$ cat src/rtl/tw_host_pkg.sv
package tw_host_pkg;
  typedef enum logic [1:0] {
    ST_IDLE  = 2'd0,
    ST_RUN   = 2'd1,
    ST_DESEL = 2'd2
  } tw_state_e;
endpackage

$ cat src/rtl/tw_host_clkgen.sv
module tw_host_clkgen #(
  parameter int DIV_W = 8
) (
  input  logic             clk,
  input  logic             rst_n,
  input  logic             run,
  input  logic [DIV_W-1:0] div_n,
  output logic             tick
);
  logic [DIV_W-1:0] cnt;

  assign tick = run && (cnt == div_n);

  // restart from zero whenever the engine is idle so each half lasts N+1
  always_ff @(posedge clk or negedge rst_n) begin
    if (!rst_n)         cnt <= '0;
    else if (!run)      cnt <= '0;
    else if (tick)      cnt <= '0;
    else                cnt <= cnt + 1'b1;
  end
endmodule

$ cat src/rtl/tw_host_shift.sv
module tw_host_shift #(
  parameter int AW = 6,
  parameter int DW = 8,
  localparam int FL = AW + DW + 2
) (
  input  logic          clk,
  input  logic          rst_n,
  input  logic          load,
  input  logic          ld_rd,
  input  logic [AW-1:0] ld_addr,
  input  logic [DW-1:0] ld_wdata,
  input  logic          launch,
  input  logic          sample,
  input  logic          sd_in,
  output logic          bit_out,
  output logic [DW-1:0] rx
);
  logic [FL-1:0] sh;

  assign bit_out = sh[FL-1];

  always_ff @(posedge clk or negedge rst_n) begin
    if (!rst_n) begin
      sh <= '0;
    end else if (load) begin
      // direction, address, gap slot held low, data (zero for reads)
      sh <= {ld_rd, ld_addr, 1'b0, (ld_rd ? {DW{1'b0}} : ld_wdata)};
    end else if (launch) begin
      sh <= {sh[FL-2:0], 1'b0};
    end
  end

  always_ff @(posedge clk or negedge rst_n) begin
    if (!rst_n)      rx <= '0;
    else if (sample) rx <= {rx[DW-2:0], sd_in};
  end
endmodule

$ cat src/rtl/tw_reg_host.sv
module tw_reg_host
  import tw_host_pkg::*;
#(
  parameter int AW    = 6,
  parameter int DW    = 8,
  parameter int DIV_W = 8
) (
  input  logic             clk,
  input  logic             rst_n,
  input  logic [DIV_W-1:0] div_n,
  input  logic             req_valid,
  output logic             req_ready,
  input  logic             req_rd,
  input  logic [AW-1:0]    req_addr,
  input  logic [DW-1:0]    req_wdata,
  output logic [DW-1:0]    rd_data,
  output logic             rd_done,
  output logic             sel_n,
  output logic             ser_clk,
  output logic             sd_out,
  output logic             sd_oe,
  input  logic             sd_in
);
  localparam int FL   = AW + DW + 2;
  localparam int PH_W = $clog2(2 * FL);
  localparam logic [PH_W-1:0] PH_LAST   = PH_W'(2 * FL - 1);
  localparam logic [PH_W-2:0] SLOT_GAP  = (PH_W-1)'(AW + 1);
  localparam logic [PH_W-2:0] SLOT_DAT0 = (PH_W-1)'(AW + 2);

  tw_state_e        state;
  logic [PH_W-1:0]  ph;
  logic [PH_W-2:0]  slot;
  logic             cur_rd;
  logic             pend;
  logic             tick;
  logic             frame_end;
  logic             accept;
  logic             launch;
  logic             sample;
  logic             bit_out;

  assign slot      = ph[PH_W-1:1];
  assign frame_end = (state == ST_RUN) && tick && (ph == PH_LAST);
  assign req_ready = (state == ST_IDLE) || (frame_end && !cur_rd);
  assign accept    = req_valid && req_ready;
  assign launch    = (state == ST_RUN) && tick && ph[0] && (ph != PH_LAST);
  assign sample    = (state == ST_RUN) && tick && !ph[0] && cur_rd && (slot >= SLOT_DAT0);

  tw_host_clkgen #(.DIV_W(DIV_W)) u_clkgen (
    .clk   (clk),
    .rst_n (rst_n),
    .run   (state != ST_IDLE),
    .div_n (div_n),
    .tick  (tick)
  );

  tw_host_shift #(.AW(AW), .DW(DW)) u_shift (
    .clk      (clk),
    .rst_n    (rst_n),
    .load     (accept),
    .ld_rd    (req_rd),
    .ld_addr  (req_addr),
    .ld_wdata (req_wdata),
    .launch   (launch),
    .sample   (sample),
    .sd_in    (sd_in),
    .bit_out  (bit_out),
    .rx       (rd_data)
  );

  always_ff @(posedge clk or negedge rst_n) begin
    if (!rst_n) begin
      state   <= ST_IDLE;
      ph      <= '0;
      cur_rd  <= 1'b0;
      pend    <= 1'b0;
      rd_done <= 1'b0;
    end else begin
      rd_done <= 1'b0;
      unique case (state)
        ST_IDLE: begin
          if (accept) begin
            cur_rd <= req_rd;
            ph     <= '0;
            state  <= ST_RUN;
          end
        end
        ST_RUN: begin
          if (frame_end) begin
            rd_done <= cur_rd;
            ph      <= '0;
            if (accept && !req_rd) begin
              cur_rd <= 1'b0;              // burst write under same select
            end else begin
              state <= ST_DESEL;
              pend  <= accept;             // a read taken here waits out the gap
              if (accept) cur_rd <= 1'b1;
            end
          end else if (tick) begin
            ph <= ph + 1'b1;
          end
        end
        ST_DESEL: begin
          if (tick) begin
            if (ph[0]) begin
              ph    <= '0;
              pend  <= 1'b0;
              state <= pend ? ST_RUN : ST_IDLE;
            end else begin
              ph <= ph + 1'b1;
            end
          end
        end
        default: state <= ST_IDLE;
      endcase
    end
  end

  assign sel_n   = (state != ST_RUN);
  assign ser_clk = (state == ST_RUN) && ph[0];
  assign sd_oe   = (state == ST_RUN) && (!cur_rd || (slot < SLOT_GAP));
  assign sd_out  = bit_out;

  // clock idles low outside a select window
  p_idle_clk_r2: assert property (@(posedge clk) disable iff (!rst_n)
    sel_n |-> !ser_clk);
  // outgoing bit holds across a high phase
  p_stable_bits_r2: assert property (@(posedge clk) disable iff (!rst_n)
    (!sel_n && ser_clk && $past(ser_clk)) |-> $stable(sd_out));
  // gap slot of a driven frame is low
  p_gap_low_r3: assert property (@(posedge clk) disable iff (!rst_n)
    (!sel_n && sd_oe && slot == SLOT_GAP) |-> !sd_out);
  // the line is released mid-frame only on reads
  p_oe_fall_r4: assert property (@(posedge clk) disable iff (!rst_n)
    (!sel_n && $fell(sd_oe)) |-> cur_rd);
  // done is a single-cycle pulse
  p_done_pulse_r5: assert property (@(posedge clk) disable iff (!rst_n)
    rd_done |=> !rd_done);
  // select rises only after a completed high phase
  p_sel_after_clk_r6: assert property (@(posedge clk) disable iff (!rst_n)
    $rose(sel_n) |-> $past(ser_clk));
  // every read frame ends with deselection
  p_read_desel_r8: assert property (@(posedge clk) disable iff (!rst_n)
    (frame_end && cur_rd) |=> sel_n);
  // ready never shows inside a low phase of an active frame
  p_ready_low_r9: assert property (@(posedge clk) disable iff (!rst_n)
    (!sel_n && !ser_clk) |-> !req_ready);
  // ready stays low during deselect
  p_ready_desel_r9: assert property (@(posedge clk) disable iff (!rst_n)
    (state == ST_DESEL) |-> !req_ready);
endmodule

$ cat config.mk
export PLATFORM = sky130hd
export DESIGN_NAME = tw_reg_host
export DESIGN_NICKNAME = d
export VERILOG_FILES = /design/src/rtl/tw_host_pkg.sv /design/src/rtl/tw_host_clkgen.sv /design/src/rtl/tw_host_shift.sv /design/src/rtl/tw_reg_host.sv
export SDC_FILE = /design/constraint.sdc
export NUM_CORES = 1
export LEC_CHECK = 0
export BUFFER_PORTS_ARGS = -buffer_cell sky130_fd_sc_hd__clkbuf_2
export CAP_MARGIN = 20
export CELL_PAD_IN_SITES_DETAIL_PLACEMENT = 0
export CELL_PAD_IN_SITES_GLOBAL_PLACEMENT = 2
export CORE_UTILIZATION = 38
export DETAILED_ROUTE_END_ITERATION = 10
export PLACE_DENSITY_LB_ADDON = 0.1
export RECOVER_POWER = 50
export SKIP_LAST_GASP = 1
export SLEW_MARGIN = 20
export SYNTH_ARGS = -nofsm -noshare
export SYNTH_HDL_FRONTEND = slang
export SYNTH_SLANG_ARGS = --single-unit
$ cat constraint.sdc
create_clock -name clk -period 4.7 [get_ports clk]
set_clock_uncertainty 0.05 [all_clocks]
set_input_delay 0.94 -clock clk [delete_from_list [all_inputs] [get_ports clk]]
set_output_delay 0.94 -clock clk [all_outputs]
set_load 0.03 [all_outputs]
==> out/results.txt <==
The element type at the critical path start was a flop. Counting every instance in the synthesized netlist gives 213. The setup path with the least slack is of type reg2out. The adder-cell share of the synthesized area was 0.04487; the width of the chip was 78.62 µm. Setup repair after global routing left no endpoint under its margin. The setup check on the worst reg-to-reg path leaves a slack of 1.91 ns. The run gives 2 as the clock tree buffer depth. The count of final setup violators is 0, and the register bit total from synthesis is 42.

For this design the ratio of total power to cell area is 504.7 mW/mm². Global routing finished with a remaining overflow of 0. In this run the most critical hold path is launched from u_shift.sh[0]. The synthesized cell area is 0.002231 mm², and the number of clock buffers inserted by TritonCTS is 5.

The tree is rooted in a sky130_fd_sc_hd__clkbuf_8. STA puts the critical path data required time at 3.71 ns. After layout, the design draws a total of 1.293 mW.

The congestion estimate from routability-driven global placement came to 0.7256. For this design, the CTS-stage hold fixing added 0 buffers. The tools report the initial antenna violation count as 0. The run gives 3353 µm as the HPWL after detailed placement. After floorplanning, the core was sized to cover 0.005574 mm². The logs give 43 for the final count of pins violating max slew and 0.1707 for the overall routing resource usage. For the worst-skew pair, the clock arrives at the later sink with an insertion delay of 0.30 ns. The worst hold path class is reg2reg. Yosys printed 0 warnings. The worst flop-to-flop path endpoint was u_shift.sh[9]. The cell count of the worst hold path is 1, and the wire length per cell is 14.26 µm. Simple-gate share of the synthesized area: 0.1604.

For this run, the post-layout net count is 288. The run finished, with violations left. After detailed routing, the number of remaining DRC violations is 0.

The sequential fraction of the synthesis area was 0.4711; the initial DRC count was 62. The count of nets left with antenna violations once routing finished came out at 0. The path with the worst hold slack has its endpoint at u_shift.sh[0].

The clock input transition at the sequential cells of the worst setup and hold paths came out at 0.08 ns. The number of enable-type register cells in the synthesized netlist is 0, and the routed wire length is 4650 µm. The logs give 0.006181 mm² for the die outline area and 47 for the count of different cell masters after synthesis.

The number of port buffers was 40; the count of filler cells inserted in the layout was 566. The run gives 1 as the total of max-cap violations. TritonCTS built the clock tree.

The cell depth of the worst flop-to-flop path works out to 10. The arrival time at the worst endpoint was 2.70 ns; the starting utilization of the core area was 0.4002. The number of antenna diodes in the final layout is 0. The run gives 1.279 nW as the leakage power figure.

The complex-gate fraction of the synthesized area works out to 0.1441. Counting I/O delays and the setup requirement, the final critical path takes 3.686 ns. In this run the worst path has a maximum fanout of 10. After synthesis, the largest family of logic cells by area is simple AND/OR/NAND/NOR gates. At the pin with the least slew margin, the transition time is 2.266 ns.

The run gives 0 as the post-cts gate resize count. Async set or reset register ratio after synthesis: 1.000. The number of buffers inserted to repair setup after CTS is 0, and the per-cell via count in the routed design is 5.166. The H-tree was split into 2 levels. The final number of hold-violating endpoints was 0. Timing would allow up to 0.2713 GHz. The tools report the number of vias after detailed routing as 1,684. The multiplexer fraction of the synthesized cell area is 0.08581. The top cell types in the final layout, fill and taps aside, are sky130_fd_sc_hd__dfrtp_1, sky130_fd_sc_hd__clkbuf_2, sky130_fd_sc_hd__a21oi_1. The ratio of cells with drive above 1 in the final layout was 0.2283. The average instance in the mapped netlist occupies 10.47 µm². The area share of xor/xnor cells in the synthesized design came out at 0.05496. The tools report the number of nets produced by synthesis as 248. Among all flip-flop cells after synthesis, the most frequent one is sky130_fd_sc_hd__dfrtp_1. In the final timing run, aggregate negative setup slack is 0 ns.

The tools report the first-pass iteration count of the detailed router as 4. The floorplan has 27 rows. The worst slew margin relative to its limit was -0.5110; the first-pass GRT wire length was 8073 µm.

The checks that failed: max-capacitance violations, max-slew violations. The most common cell after layout, fill and taps aside was sky130_fd_sc_hd__dfrtp_1. Entering global routing, the biggest net connects 43 pins. Across the VDD grid, the largest voltage drop is 0.0002603 V. Measured along the y axis, the die boundary spans 78.62 µm.

The tools report the number of clock sinks as 42. Endpoint type of the worst setup path: a primary output. The area growth from synthesis to layout is 14.81%. The total I/O pin count is 41, and the via count of the first global-routing pass is 1,620. The startpoint identified for the worst register-to-register timing path is ph[0]. The post-route clock period utilization works out to 0.7842.
[where the power goes]
part	internal (mW)	switching, mW	total [mW]
Clock	0.118	0.130	0.248
Sequential	0.457	0.0756	0.533
Combinational	0.200	0.312	0.512
Total	0.776	0.517	1.29
[worst max path at each step]
stage                  start   endpoint  slack, ns  cells past startpoint
finish                 ph[0]  req_ready       1.01                      9
global route           ph[0]  req_ready       0.82                      9
CTS                    ph[0]  req_ready       0.98                      9
detailed placement  div_n[0]  req_ready       1.25                      6
global placement    div_n[6]  req_ready       1.27                      6
floorplan           div_n[4]  req_ready       1.77                      5
[cell usage after synthesis, drive strengths merged, types with 8 or more instances]
cell type	n	area, µm²
nand3	8	40.04
and3	8	50.05
dfrtp	42	1051
ha	8	100.1
inv	11	41.29
a21oi	22	113.9
mux2	9	101.4
xnor2	9	78.83
o21ai	11	58.81
mux2i	9	90.09
nand2	10	37.54
nor2	18	67.56
[state kept, by name, summed over array words and instances (netlist names)]
| signal | count |
|---|---|
| cur_rd | 1 |
| pend | 1 |
| ph | 5 |
| rd_done | 1 |
| state | 2 |
| u_clkgen.cnt | 8 |
| u_shift.rx | 8 |
| u_shift.sh | 16 |
[metrics by stage]
stage,cell area (µm²),worst slack (ns),std cells,util,hold WS (ns)
6_report,2561,1.014,326,0.4595,0.4395
5_1_grt,2561,0.8225,326,0.4595,0.4604
4_1_cts,2571,0.9805,326,0.4613,0.4424
3_5_place_dp,2476,1.245,318,0.4442,0.4219
3_3_place_gp,2476,1.273,318,0.4442,0.4230
2_1_floorplan,2231,1.773,213,-,0.3990
[cell families after synthesis]
family | count (synthesis)
multiplexers | 18
flip-flops | 42
AO/OA/AOI/OAI | 50
adder cells (fa/ha/maj) | 8
buffers and inverters | 18
XOR/XNOR | 14
AND/OR/NAND/NOR | 63
[critical path: stages, from the launching register on]
cell,delay [ns]
sky130_fd_sc_hd__dfrtp_1,0.49
sky130_fd_sc_hd__ha_1,0.22
sky130_fd_sc_hd__inv_1,0.05
sky130_fd_sc_hd__nor3_1,0.14
sky130_fd_sc_hd__ha_1,0.17
sky130_fd_sc_hd__inv_1,0.08
sky130_fd_sc_hd__or3_1,0.42
sky130_fd_sc_hd__nor4_4,0.22
sky130_fd_sc_hd__or2_1,0.35
sky130_fd_sc_hd__clkbuf_2,0.27
[per-layer routing]
metal / up-vias / global-route usage / part of all wire
li1: 837 / - / -
met1: 808 / 0.2362 / 0.49
met5: - / 0 / 0
met3: 7 / 0.03605 / 0.036
met2: 32 / 0.2617 / 0.46
met4: 0 / 0.06111 / 0.016
[final cells by class]
class                   count  area [µm²]  area share
clock buffers               6       82.58     0.03224
well taps                  72       90.09     0.03517
flip-flops and latches     42        1051      0.4104
multi-input cells         153        1094      0.4270
repair buffers             40       190.2     0.07425
clock inverters             2       12.51    0.004885
inverters                  11       41.29     0.01612
Note: power is estimated with default switching activity, not from simulation.
